## src/rtl/mdio_mgmt_master.sv

```systemverilog
module mdio_mgmt_master #(
  parameter int ADDR_W = 8,
  parameter int DIV_W = 8,
  parameter logic [DIV_W-1:0] DIV_INIT = 3
) (
  input  logic              clk,
  input  logic              rst_n,
  input  logic              reg_sel,
  input  logic              reg_wr,
  input  logic [ADDR_W-1:0] reg_addr,
  input  logic [31:0]       reg_wdata,
  output logic [31:0]       reg_rdata,
  output logic              mdc_o,
  output logic              mdio_o,
  output logic              mdio_oe,
  input  logic              mdio_i
);
  localparam int FRAME_BITS = 64;
  localparam int CNT_W = $clog2(FRAME_BITS);
  localparam logic [CNT_W-1:0] LAST_BIT = CNT_W'(FRAME_BITS - 1);
  localparam logic [CNT_W-1:0] TA_BIT = CNT_W'(46);
  localparam logic [CNT_W-1:0] DATA_BIT = CNT_W'(48);
  localparam logic [ADDR_W-1:0] OFF_MODE = ADDR_W'('h40);
  localparam logic [ADDR_W-1:0] OFF_ADDR = ADDR_W'('h44);
  localparam logic [ADDR_W-1:0] OFF_WDAT = ADDR_W'('h48);
  localparam logic [ADDR_W-1:0] OFF_RDAT = ADDR_W'('h4C);
  localparam logic [ADDR_W-1:0] OFF_CMD  = ADDR_W'('h50);

  logic             fmt45_q;
  logic [DIV_W-1:0] div_q, run_div, hcnt;
  logic [4:0]       phy_q, regno_q;
  logic [15:0]      wdat_q, rdat_q, rsh;
  logic [1:0]       code_q;
  logic             busy_q, rd_q, mdc_q;
  logic [CNT_W-1:0] bitcnt;
  logic [FRAME_BITS-1:0] shreg;

  wire wr_en     = reg_sel && reg_wr;
  wire cmd_wr    = wr_en && reg_addr == OFF_CMD;
  wire start_req = cmd_wr && reg_wdata[8];
  wire [1:0] code_in = reg_wdata[1:0];
  wire code_ok   = fmt45_q ? (code_in != 2'd3) : (code_in < 2'd2);
  wire start_ok  = start_req && code_ok && !busy_q;
  wire rd_in     = fmt45_q ? (code_in == 2'd2) : (code_in == 2'd0);
  wire half_done = hcnt == run_div;

  logic [1:0] op_in;
  always_comb begin
    if (fmt45_q)
      op_in = (code_in == 2'd0) ? 2'b00 : (code_in == 2'd1) ? 2'b01 : 2'b11;
    else
      op_in = (code_in == 2'd0) ? 2'b10 : 2'b01;
  end

  wire [FRAME_BITS-1:0] frame_in = {32'hFFFF_FFFF, fmt45_q ? 2'b00 : 2'b01, op_in,
                                    phy_q, regno_q, 2'b10, rd_in ? 16'hFFFF : wdat_q};

  always_ff @(posedge clk or negedge rst_n) begin
    if (!rst_n) begin
      fmt45_q <= 1'b0;
      div_q   <= DIV_INIT;
      phy_q   <= '0;
      regno_q <= '0;
      wdat_q  <= '0;
    end else if (wr_en) begin
      case (reg_addr)
        OFF_MODE: begin
          fmt45_q <= reg_wdata[8];
          div_q   <= reg_wdata[DIV_W-1:0];
        end
        OFF_ADDR: begin
          phy_q   <= reg_wdata[12:8];
          regno_q <= reg_wdata[4:0];
        end
        OFF_WDAT: wdat_q <= reg_wdata[15:0];
        default: ;
      endcase
    end
  end

  always_ff @(posedge clk or negedge rst_n) begin
    if (!rst_n) begin
      busy_q  <= 1'b0;
      rd_q    <= 1'b0;
      code_q  <= '0;
      mdc_q   <= 1'b0;
      hcnt    <= '0;
      run_div <= '0;
      bitcnt  <= '0;
      shreg   <= '1;
      rsh     <= '0;
      rdat_q  <= '0;
    end else if (start_ok) begin
      busy_q  <= 1'b1;
      rd_q    <= rd_in;
      code_q  <= code_in;
      mdc_q   <= 1'b0;
      hcnt    <= '0;
      run_div <= div_q;
      bitcnt  <= '0;
      shreg   <= frame_in;
    end else if (busy_q) begin
      if (!half_done) begin
        hcnt <= hcnt + 1'b1;
      end else begin
        hcnt  <= '0;
        mdc_q <= !mdc_q;
        if (!mdc_q) begin
          if (rd_q && bitcnt >= DATA_BIT) rsh <= {rsh[14:0], mdio_i};
        end else if (bitcnt == LAST_BIT) begin
          busy_q <= 1'b0;
          if (rd_q) rdat_q <= rsh;
        end else begin
          bitcnt <= bitcnt + 1'b1;
          shreg  <= {shreg[FRAME_BITS-2:0], 1'b1};
        end
      end
    end
  end

  assign mdc_o   = mdc_q;
  assign mdio_o  = shreg[FRAME_BITS-1];
  assign mdio_oe = busy_q && !(rd_q && bitcnt >= TA_BIT);

  always_comb begin
    case (reg_addr)
      OFF_MODE: reg_rdata = {23'd0, fmt45_q, {(8-DIV_W){1'b0}}, div_q};
      OFF_ADDR: reg_rdata = {19'd0, phy_q, 3'd0, regno_q};
      OFF_WDAT: reg_rdata = {16'd0, wdat_q};
      OFF_RDAT: reg_rdata = {16'd0, rdat_q};
      OFF_CMD:  reg_rdata = {15'd0, busy_q, 14'd0, code_q};
      default:  reg_rdata = '0;
    endcase
  end

  a_r9_idle_quiet: assert property (@(posedge clk) disable iff (!rst_n)
    !busy_q |-> (!mdc_o && !mdio_oe));
  a_r6_mdio_moves_on_fall: assert property (@(posedge clk) disable iff (!rst_n)
    (busy_q && $past(busy_q) && !$fell(mdc_o)) |-> $stable(mdio_o));
  a_r2_busy_ends_on_last_bit: assert property (@(posedge clk) disable iff (!rst_n)
    $fell(busy_q) |-> ($past(bitcnt) == LAST_BIT && $fell(mdc_o)));
  a_r7_busy_cmd_ignored: assert property (@(posedge clk) disable iff (!rst_n)
    (busy_q && start_req) |=> ($stable(rd_q) && $stable(code_q)));
  a_r8_bad_code_no_start: assert property (@(posedge clk) disable iff (!rst_n)
    (!busy_q && cmd_wr && !(reg_wdata[8] && code_ok)) |=> !busy_q);
endmodule

```

## config.mk

```make
export PLATFORM = sky130hd
export DESIGN_NAME = mdio_mgmt_master
export DESIGN_NICKNAME = d
export VERILOG_FILES = /design/src/rtl/mdio_mgmt_master.sv
export SDC_FILE = /design/constraint.sdc
export NUM_CORES = 1
export LEC_CHECK = 0
export BUFFER_PORTS_ARGS = -buffer_cell sky130_fd_sc_hd__buf_2
export CORE_AREA = 10 10 122 124
export CTS_BUF_LIST = sky130_fd_sc_hd__clkbuf_16
export DETAILED_ROUTE_END_ITERATION = 12
export DIE_AREA = 0 0 132 134
export PLACE_DENSITY = 0.82
export SLEW_MARGIN = 40
export SYNTH_ARGS = -nofsm -noshare
export SYNTH_HDL_FRONTEND = slang
export SYNTH_SLANG_ARGS = --single-unit
```

## constraint.sdc

```tcl
create_clock -name clk -period 2.95 [get_ports clk]
set_input_delay 0.295 -clock clk [delete_from_list [all_inputs] [get_ports clk]]
set_output_delay 0.295 -clock clk [all_outputs]
set_load 0.1 [all_outputs]
```

### Word-level counts from Yosys, hierarchy flattened

Index checks and enable logic that the tools add are counted.
W data, S select, Z words.

* bits in registers: 158
* bits of input ports: 45
* output and inout port bits: 35
* word-level logic and storage cells: 85

* $add $sub $neg: 2
* order comparisons: 3
* equality and inequality tests: 11
* mux-type cells: 30
* bitwise logic cells: 2
* reductions and logical operators: 22

Operators by type and width (number)
* $mux W64: 5
* $pmux W17 S5: 1
* $eq A8 B7 Y1 const B: 5
* $mux W6: 5
* $mux W8: 3
* $mux W16: 1
* $ge A6 B6 Y1 const B: 2
* $mux W1: 11
* $add A8 B1 Y8 const B: 1
* $eq A8 B8 Y1: 1
* $logic_and A1 B1 Y1: 8
* $mux W2: 4
* $reduce_and A2 Y1: 4
* $add A6 B1 Y6 const B: 1
* $eq A6 B6 Y1 const B: 1
* $reduce_and A6 Y1: 1
* $reduce_bool A2 Y1: 3
* $reduce_and A5 Y1: 1
* $ne A2 B2 Y1 const B: 2
* $reduce_and A4 Y1: 1
* $logic_not A1 Y1: 3
* $eq A2 B1 Y1 const B: 1
* $eq A2 B2 Y1 const B: 1
* $logic_not A2 Y1: 1
* 2 further kinds: 3

### Logic depth before layout (Yosys ltp)

* depth in word-level cells: 7
* gate-level depth with buffers: 9
* mapped depth without buffers: 6

### Worst setup path after synthesis

Ideal clock, no wire load.

* path type: input to output
* from: input port reg_addr[5]
* to: output port reg_rdata[2]
* data arrival time: 2625 ps
* path slack: 30 ps
* stages on the path: 5
* buffers on the path: 2
* path through: nor4b_2 or3b_1 buf_2 clkbuf_1 nor2b_1

* word-level cells in the longest chain between the ends: 2

Ends and longest elaborated chain
* start: declaration: line 10 `input logic [ADDR_W-1:0] reg_addr,`
* $eq A8 B7 Y1: line 126 `case (reg_addr)`
* $pmux W17 S5 *: line 126
* end: declaration: line 12 `output logic [31:0] reg_rdata,`

Mark *: on every way between the ends. The rest lies on a longest branch, timed or not.

### Worst setup path after layout

* from: input port reg_addr[5]
* to: output port reg_rdata[3]

Same word-level chain as after synthesis.

==> out/metrics.yaml <==
hold_viol_final: 0
leakage_nw: 3.76
worst_slew_pin_slew_ns: 0.721
start_util_pct: 57.2
routed_via_density: 6.14
synth_cell_types: 51
path_delay_family: "simple AND/OR/NAND/NOR gates"
fin_crit_sh_pct: 87.3
diodes: 0
max_cap_viol_count: 0
hold_buffers: 1
post_drt_wl_per_cell_um: 20.0
ys_seq_area_share_pct: 56.6
post-dp-hpwl_mm: 10.6
wl_met3_mm: 1.10
worstSkewPairLatency_ns: 0.43
grt_start_max_net_pins: 94
cpPeakStageDelay_ns: 0.68
pin_count: 80
r2r_end: "shreg[30]$_DFFE_PN1P_"
met2_length_mm: 7.85
synth-seq-cells: 158
crit_buf_inv: 3
worst_path_most_repeated_cell: "buf_2"
hold_path_depth: 2
peakVddDrop_v: 0.000427
synthCells: 571
postCtsSetupBuffers: 0
synth_edf_count: 0
dr.first_iter.drc_count: 437
post-route-min-period_ns: 2.58
path_clk_slew_ns: 0.06
required_ns: 2.65
crit_chain: "buf_2, nor4b_2, or3b_1, buf_4, nor2b_1, buf_2"
die_area_sq_um: 17700
cts-root-buf: "clkbuf_16"
hold_class: "input port to flip-flop"
antenna_left: 0
rsz0062_at_grt: "false"
setup_violations: 0
firstDrtPassIters: 5
cts_buffers: 17
rr_worst_depth: 6
hold_start: "mdio_i"
rows: 41
grt_pass1_wl_mm: 26.6
post-place-ws_ns: 0.168
core_area_sq_um: 12500
numPortBuffers: 48
fp.dieW_um: 132
cts_max_path_buffers: 2
hold_end: "rsh[0]$_DFFE_PN0P_"
p_total_w: 0.00497
r2r_slack_ns: 0.42
gr-usage-all-layers_pct: 18.5
syn_area_sq_um: 7130
avgSynthCellArea_sq_um: 12.5
crit_path_end_kind: "output port"
grt_pass1_vias: 5191
final.setup_skew_ns: 0.00885
critPathKind: "input port to output port"
cpMaxStageDelayCell: "or3b_1"
async_reset_ff_share_pct: 100
fin_nets: 665
h-tree-depth: 4
cp.depth: 6
slew_violations: 0
fmax_mhz: 388
gp_congestion: 0.859
status: "complete, no violations"
drc: 0
cts.sinks: 158
die_y_um: 134
top_layer: "met4"
vias: 4927
power.density_nw_per_um2: 606
wl_met1_mm: 6.77
crit_fanout: 11
antenna_found_initial: 0
cts_tree: "done"
start_kind: "input port"
maxSlewHeadroom_pct: 51.9
grt.overflow.total: 0
cp.arrival_ns: 2.28
fin_ws_ns: 0.375
r2r-start: "hcnt[5]$_DFFE_PN0P_"
wl_mm: 16.1
drive_above_1_share_pct: 39.9
syn2layout_area_growth_pct: 15.0
post_cts_resized: 0
yosys_most_used_dff: "dfrtp_1"
yosys_warnings: 0
setup_tns_ns: 0
-- layout by cell type, fill, tap and decap left out, types with 4 or more instances in the layout --
cell type  synthesis  layout
dfrtp_1           92      92
mux2_2            75      75
dfstp_2           66      66
buf_2             16      47
nand2_1           42      42
o22a_1            33      33
a21oi_1           25      22
nor2_1            22      22
clkbuf_16          0      17
o21ai_0           16      16
buf_4             17      16
nand3_1           15      15
o2bb2ai_1         15      15
conb_1             1      15
a2bb2oi_1         14      14
o22ai_1           12      12
xor2_1            10      10
a22o_1             8       8
a22oi_1            7       7
mux4_2             6       6
nand2b_1           5       5
nor2b_1            5       5
mux2i_1            5       5
a31oi_1            5       5
bufinv_16          0       5
inv_1              3       4
and3_1             4       4
-- power breakdown --
| part | internal [W] | leakage (nW) | switching (W) |
|---|---|---|---|
| logic | 0.0000759 | 1.49 | 0.000198 |
| registers | 0.00221 | 1.95 | 0.0000471 |
| clock network | 0.00152 | 0.323 | 0.000917 |
-- how the worst max path moves through the flow --
| stage | from | endpoint | slack, ns |
|---|---|---|---|
| finish | reg_addr[5] | reg_rdata[3] | 0.37 |
| global route | hcnt[5]$_DFFE_PN0P_ | bitcnt[4]$_DFFE_PN0P_ | 0.25 |
| CTS | reg_addr[5] | reg_rdata[3] | 0.36 |
| detailed placement | reg_addr[5] | wdat_q[5]$_DFFE_PN0P_ | 0.17 |
| global placement | reg_addr[5] | wdat_q[6]$_DFFE_PN0P_ | 0.29 |
| floorplan | reg_addr[5] | reg_rdata[2] | 0.03 |
-- routing by layer --
layer | track usage [%] | vias up
li1 | - | 2169
met1 | 22.2 | 2513
met2 | 30.5 | 211
met3 | 5.94 | 34
met4 | 7.29 | 0
met5 | 0 | -
-- layout make-up --
class,instances,area [sq um]
Inverter,3,11.3
Clock inverter,15,233
Tap cell,172,215
Multi-Input combinational cell,371,2860
Sequential cell,158,4040
Fill cell,923,4270
Timing Repair Buffer,67,419
Clock buffer,17,425
-- cell usage after synthesis (all sizes together), types with 4 or more instances --
library cell  instances  area share [%]
dfrtp                92              32
mux2                 75              12
dfstp                66              24
nand2                42             2.2
buf                  35             3.2
o22a                 33             4.1
a21oi                25             1.8
nor2                 23             1.2
clkbuf               18            0.95
o21ai                17             1.2
nand3                15             1.1
o2bb2ai              15             1.8
a2bb2oi              14             1.7
o22ai                12             1.1
xor2                 10             1.2
a22o                  8            0.98
a22oi                 7            0.74
mux4                  6             1.9
a31oi                 5            0.44
mux2i                 5            0.70
nand2b                5            0.44
nor2b                 5            0.44
and3                  4            0.35
-- logic make-up (layout without fill, tap and decap cells) --
family	Yosys count	after routing	synth area share [%]
other cells	1	15	0.0526
fa+ha+maj	2	2	0.351
flops	158	158	56.6
mux	86	86	14.4
simple gates	109	109	7.74
buf+inv	56	102	4.33
compound gates	148	148	15.1
xor+xnor	11	11	1.35
-- through the flow --
step | area, sq um | instances | hold WS [ns] | utilization (%)
2_1_floorplan | 7180 | 585 | -0.000591 | -
3_3_place_gp | 7520 | 770 | 0.417 | 60.3
3_5_place_dp | 7520 | 770 | 0.431 | 60.3
4_1_cts | 8190 | 803 | 0.0857 | 65.7
5_1_grt | 8200 | 803 | 0.101 | 65.7
6_report | 8200 | 803 | 0.101 | 65.7
-- flip-flops by register name, indices dropped and copies added, names as in the netlist --
| signal | cells |
|---|---|
| phy_q | 5 |
| regno_q | 5 |
| shreg | 64 |
| hcnt | 8 |
| code_q | 2 |
| fmt45_q | 1 |
| wdat_q | 16 |
| mdc_o | 1 |
| busy_q | 1 |
| bitcnt | 6 |
| rsh | 16 |
| run_div | 8 |
| rd_q | 1 |
| rdat_q | 16 |
| div_q | 8 |
No activity file was read; power rests on OpenSTA's default activity.
